File: config.mk
export PLATFORM = sky130hd
export DESIGN_NAME = sclk_prescaler
export DESIGN_NICKNAME = d
export VERILOG_FILES = /design/src/rtl/presc_pkg.sv /design/src/rtl/presc_cfg.sv /design/src/rtl/presc_src.sv /design/src/rtl/presc_core.sv /design/src/rtl/sclk_prescaler.sv
export SDC_FILE = /design/constraint.sdc
export NUM_CORES = 1
export LEC_CHECK = 0
export BUFFER_PORTS_ARGS = -buffer_cell sky130_fd_sc_hd__buf_4
export CORE_MARGIN = 1.5
export CORE_UTILIZATION = 26
export CTS_BUF_LIST = sky130_fd_sc_hd__clkbuf_4 sky130_fd_sc_hd__clkbuf_8
export CTS_CLUSTER_SIZE = 25
export DETAILED_ROUTE_END_ITERATION = 16
export GPL_TIMING_DRIVEN = 0
export PLACE_DENSITY = 0.55
export REMOVE_ABC_BUFFERS = 1
export SLEW_MARGIN = 20
export SYNTH_ARGS = -nofsm -noshare
export SYNTH_HDL_FRONTEND = slang
export SYNTH_SLANG_ARGS = --single-unit
File: constraint.sdc
create_clock -name clk -period 4.22 [get_ports clk]
set_clock_uncertainty 0.15 [all_clocks]
set_input_delay 0.844 -clock clk [delete_from_list [all_inputs] [get_ports clk]]
set_output_delay 0.844 -clock clk [all_outputs]
set_load 0.005 [all_outputs]
File: src/rtl/presc_pkg.sv
package presc_pkg;

  typedef enum logic {
    SRC_OSC = 1'b0,
    SRC_BUS = 1'b1
  } src_e;

endpackage

File: src/rtl/presc_cfg.sv
module presc_cfg #(
  parameter int REG_W = 32,
  parameter int DIV_W = 8
) (
  input  logic             clk,
  input  logic             rst_n,
  input  logic             wr_en,
  input  logic [REG_W-1:0] wr_data,
  output logic [REG_W-1:0] rd_data,
  output logic [DIV_W-1:0] field_o,
  output logic             err_o
);

  localparam int PAD_W = REG_W - DIV_W;

  logic [DIV_W-1:0] field_q;
  logic [DIV_W-1:0] new_field;
  logic             multi_hot;
  logic             err_q;

  assign new_field = wr_data[DIV_W-1:0];
  assign multi_hot = ($countones(new_field) > 1);

  always_ff @(posedge clk) begin
    if (!rst_n) begin
      field_q <= '0;
      err_q   <= 1'b0;
    end else if (wr_en) begin
      if (multi_hot) err_q   <= 1'b1;
      else           field_q <= new_field;
    end
  end

  assign rd_data = {{PAD_W{1'b0}}, field_q};
  assign field_o = field_q;
  assign err_o   = err_q;

  // an illegal code leaves the stored field untouched
  a_r6_bad_write_kept: assert property (@(posedge clk) disable iff (!rst_n)
    (wr_en && multi_hot) |=> (field_q == $past(field_q)));

  // the flag never drops while out of reset
  a_r7_err_sticky: assert property (@(posedge clk) disable iff (!rst_n)
    err_q |=> err_q);

  // the flag only rises after a write
  a_r7_err_cause: assert property (@(posedge clk) disable iff (!rst_n)
    $rose(err_q) |-> $past(wr_en));

endmodule

File: src/rtl/presc_src.sv
module presc_src
  import presc_pkg::*;
(
  input  logic clk,
  input  logic rst_n,
  input  logic sel_i,
  input  logic osc_tick_i,
  input  logic load_i,
  output logic tick_o
);

  src_e sel_q;

  always_ff @(posedge clk) begin
    if (!rst_n)      sel_q <= SRC_BUS;
    else if (load_i) sel_q <= src_e'(sel_i);
  end

  assign tick_o = (sel_q == SRC_BUS) ? 1'b1 : osc_tick_i;

  // the active source only changes at a period boundary
  a_r9_sel_at_bound: assert property (@(posedge clk) disable iff (!rst_n)
    !$stable(sel_q) |-> $past(load_i));

endmodule

File: src/rtl/presc_core.sv
module presc_core #(
  parameter int DIV_W = 8
) (
  input  logic             clk,
  input  logic             rst_n,
  input  logic             tick_i,
  input  logic [DIV_W-1:0] field_i,
  output logic             bound_o,
  output logic             pulse_o,
  output logic             dclk_o
);

  localparam int CNT_W = DIV_W;
  localparam int SH_W  = $clog2(DIV_W + 1);

  logic [SH_W-1:0]  sh_q;
  logic [SH_W-1:0]  sh_next;
  logic [CNT_W-1:0] cnt_q;
  logic [CNT_W-1:0] term;
  logic [CNT_W-1:0] half_m1;
  logic             bound;
  logic             pulse_q;
  logic             dclk_q;

  // one-hot code to shift amount: bit k gives k+1, zero gives 0
  always_comb begin
    sh_next = '0;
    for (int i = 0; i < DIV_W; i++) begin
      if (field_i[i]) sh_next = SH_W'(i + 1);
    end
  end

  // last count of the period: 2^sh - 1 as a low-bit mask
  always_comb begin
    for (int i = 0; i < CNT_W; i++) begin
      term[i] = (i < int'(sh_q));
    end
  end

  assign half_m1 = term >> 1;
  assign bound   = tick_i && (cnt_q == term);

  always_ff @(posedge clk) begin
    if (!rst_n) begin
      cnt_q   <= '0;
      sh_q    <= '0;
      pulse_q <= 1'b0;
    end else begin
      pulse_q <= bound;
      if (bound) begin
        cnt_q <= '0;
        sh_q  <= sh_next;
      end else if (tick_i) begin
        cnt_q <= cnt_q + 1'b1;
      end
    end
  end

  always_ff @(posedge clk) begin
    if (!rst_n)                               dclk_q <= 1'b0;
    else if (sh_q == '0)                      dclk_q <= tick_i;
    else if (bound)                           dclk_q <= 1'b1;
    else if (tick_i && (cnt_q == half_m1))    dclk_q <= 1'b0;
  end

  assign bound_o = bound;
  assign pulse_o = pulse_q;
  assign dclk_o  = dclk_q;

  // the ratio only changes at a completed period
  a_r8_ratio_at_bound: assert property (@(posedge clk) disable iff (!rst_n)
    !$stable(sh_q) |-> $past(bound));

  // the count never passes the end of the period
  a_r4_cnt_range: assert property (@(posedge clk) disable iff (!rst_n)
    cnt_q <= term);

  // each pulse follows a source cycle
  a_r1_pulse_src: assert property (@(posedge clk) disable iff (!rst_n)
    pulse_o |-> $past(tick_i));

  // for ratios of two or more the square wave moves only on source cycles
  a_r5_dclk_on_tick: assert property (@(posedge clk) disable iff (!rst_n)
    (sh_q != '0 && !tick_i) |=> $stable(dclk_q));

endmodule

File: src/rtl/sclk_prescaler.sv
module sclk_prescaler #(
  parameter int REG_W = 32,
  parameter int DIV_W = 8
) (
  input  logic             clk,
  input  logic             rst_n,
  input  logic             src_sel,
  input  logic             osc_tick,
  input  logic             wr_en,
  input  logic [REG_W-1:0] wr_data,
  output logic [REG_W-1:0] rd_data,
  output logic             wr_err,
  output logic             div_pulse,
  output logic             div_clk
);

  logic [DIV_W-1:0] field;
  logic             tick;
  logic             bound;

  presc_cfg #(.REG_W(REG_W), .DIV_W(DIV_W)) u_cfg (
    .clk     (clk),
    .rst_n   (rst_n),
    .wr_en   (wr_en),
    .wr_data (wr_data),
    .rd_data (rd_data),
    .field_o (field),
    .err_o   (wr_err)
  );

  presc_src u_src (
    .clk        (clk),
    .rst_n      (rst_n),
    .sel_i      (src_sel),
    .osc_tick_i (osc_tick),
    .load_i     (bound),
    .tick_o     (tick)
  );

  presc_core #(.DIV_W(DIV_W)) u_core (
    .clk     (clk),
    .rst_n   (rst_n),
    .tick_i  (tick),
    .field_i (field),
    .bound_o (bound),
    .pulse_o (div_pulse),
    .dclk_o  (div_clk)
  );

endmodule

==> metrics <==
Leak 0.793 nW; synthesized cell area 1760 um2; WL/cell around 12 um; Starting Density 27.3%; Combinational Power Share 50.2%; Yosys warning count 0; CP required approximately 4300 ps; CTS tree built; top_reg_cell synth dfxtp_1; status finished with violations; period utilisation layout between 80 and 90%; CP peak stage delay between 500 and 600 ps; RSZ-0062 raised after global routing false; postcts setup bufs 0; Slew Viols, Final 0; Bufs on Longest Clock Path 2; clock share of power 18.0%; maximum VDD drop roughly 0.20 mV; Synth async-reset ratio 0%; Post-DP HPWL 2790 um; register area share after synthesis 27.2%; number of buffers created by CTS 3; synth unique cells 50; DRC Markers 1; top cell type's share of synthesized area 27.2%; Worst R2R Start u_core.sh_q[2]; hold_ws approximately 330 ps; fin crit period 3590 ps; initial drt markers 113; final std cells w/o fill 311; flops & latches, synth 24; Resized cells post-CTS 0; worst min path class flip-flop to flip-flop; Area Overhead vs Synth 10.3%; most common cell in the netlist buf_4; I/O pins 72; number of global-route vias before repair about 1400; core box area 6460 um2; share of post-route cells with drive strength above 1 14.1%; std cell rows 29; Area contributors post-synth dfxtp_1 (27%), buf_4 (11%), a21oi_1 (5.7%); Crit Reg-Reg Endpoint u_core.pulse_o; CTS sink count 24; Arr. time, crit path 3640 ps; gr ovfl total 0; Cell Int Power 0.000659 W; sequential share of power 31.8%; first-pass GRT wire length 6230 um; final-report hold violation count 0; DIE AREA ~7300 um2; maximum clock rate 279 MHz; number of synthesized flops with an enable pin 0; Core Util, Final 30.1%; most numerous cell on the critical path fa_1; clock latency on the worst-skew pair 270 ps; Synth Instances between 200 and 250; Placed Cells 307; chip width approximately 85 um; Setup-failing EPs final 0; Die Y 85.4 um; Multi-input gate area 1080 um2; register area 480 um2; MaxCap Viol Count 0; H-tree levels 1; Avg Cell Area, Syn 7.98 um2; clk root buf clkbuf_8; Worst Hold End u_cfg.err_o; antenna diode count 0; hold depth 2; Post-DRT Antenna Nets 0; Filler cells 701; largest net degree at the start of global routing 22; total global-route track usage 10.6%; CP Capture Type flip-flop; largest fanout on the critical path 8; DR vias/cell around 4.8; post-synth top area cell dfxtp_1; Reg2Reg Depth 5; Slew HR 54.2%; Final #Nets 283; failing checks DRC; WS Path Type input pin to flip-flop; Crit-path slowest cell fa_1; HP Start u_cfg.err_o; gpl congestion a little over 0.8; initial antenna violation count 0; CP startpoint kind input pin; via count 1481; CTS clk-pin slew, worst paths 90 ps; commonest cells in the netlist buf_4 (26), dfxtp_1 (24), nand2_1 (22); hold_buf cts 0; drt pass-1 iters 12; worst-margin pin slew 686 ps; routed wire length 3750 um; worst-path cell chain buf_4, ha_1, fa_1, fa_1, ha_1, inv_1, fa_1, nand3b_1, nor2_1, nand2_1, a21oi_1; Pwr per Cell Area roughly 600 nW/um2; P_sw 0.000501 W; sw frac between 40% and 50%; Setup TNS 0 ps; PortBufs 23; Reg2Reg Setup Slack 1710 ps
-- cells in the final DEF, fill, tap and decap left out, types with 4 or more instances in the layout --
| cell | synthesis | routed |
|---|---|---|
| a21oi_1 | 20 | 20 |
| buf_4 | 26 | 23 |
| conb_1 | 1 | 24 |
| dfxtp_1 | 24 | 24 |
| fa_1 | 4 | 4 |
| ha_1 | 7 | 7 |
| inv_1 | 12 | 12 |
| nand2_1 | 22 | 22 |
| nand3_1 | 9 | 9 |
| nor2_1 | 10 | 10 |
| nor3_1 | 11 | 11 |
| o2111ai_1 | 4 | 4 |
| o21ai_0 | 6 | 6 |
| o21ai_1 | 5 | 5 |
| xnor2_1 | 4 | 4 |
| xor2_1 | 7 | 7 |
-- cells by family (layout without fill, tap and decap cells) --
kind of cell | after synthesis | in the layout | share of synthesized area, %
mux | 1 | 1 | 0.567
compound gates | 53 | 53 | 20.4
fa+ha+maj | 11 | 11 | 9.50
other cells | 1 | 24 | 0.213
simple gates | 71 | 71 | 20.2
buf+inv | 49 | 39 | 16.5
flops | 24 | 24 | 27.2
xor+xnor | 11 | 11 | 5.46
-- how the worst max path moves through the flow --
stage / to / start / slack (ps)
after floorplan: u_cfg.field_o[0] / wr_data[6] / 640
after global placement: u_cfg.field_o[2] / wr_data[6] / 290
after detailed placement: u_cfg.field_o[2] / wr_data[6] / 290
after CTS: u_cfg.field_o[2] / wr_data[6] / 590
after global routing: u_cfg.field_o[0] / wr_data[6] / 450
final: u_cfg.field_o[2] / wr_data[6] / 630
-- worst max-delay path: cells and delay by family --
kind                     cells  cell delay [ps]
adder cells (fa/ha/maj)      5             1880
AND/OR/NAND/NOR              3              610
buffers and inverters        2              170
AO/OA/AOI/OAI                1              140
-- layout make-up --
type                    instances  share of cell area (%)
clock buffers                   3                    2.12
clock inverters                 1                    1.54
inverters                      12                    2.32
multi-input cells             171                    55.5
flip-flops and latches         24                    24.7
well taps                      77                    4.95
repair buffers                 23                    8.87
-- power by group through the flow --
stage	clock network, W	registers, W	logic (W)
2_1_floorplan	0	0.000345	0.000448
3_3_place_gp	0	0.000371	0.000586
3_5_place_dp	0	0.000372	0.000587
4_1_cts	0.000214	0.000367	0.000588
5_1_grt	0.000224	0.000378	0.000657
6_report	0.000208	0.000369	0.000583
-- flip-flops by register name (all words and copies together), names as in the netlist --
signal,flops
u_core.dclk_o,1
u_cfg.field_o,8
u_src.sel_q,1
u_core.sh_q,4
u_core.cnt_q,8
u_core.pulse_o,1
u_cfg.err_o,1
-- per-layer routing --
metal	up-vias	wire length [um]	track usage, %
li1	741	-	-
met1	688	1630	13.0
met2	41	1880	18.1
met3	11	125	1.65
met4	0	119	5.28
met5	-	0	0
-- stage by stage --
stage | worst slack (ps) | area [um2] | power (W)
after floorplan | 639 | 1610 | 0.000793
after global placement | 291 | 1870 | 0.000957
after detailed placement | 286 | 1870 | 0.000959
after CTS | 593 | 1950 | 0.00117
after global routing | 449 | 1950 | 0.00126
final | 633 | 1950 | 0.00116
Power figures use the tool's default switching activity.
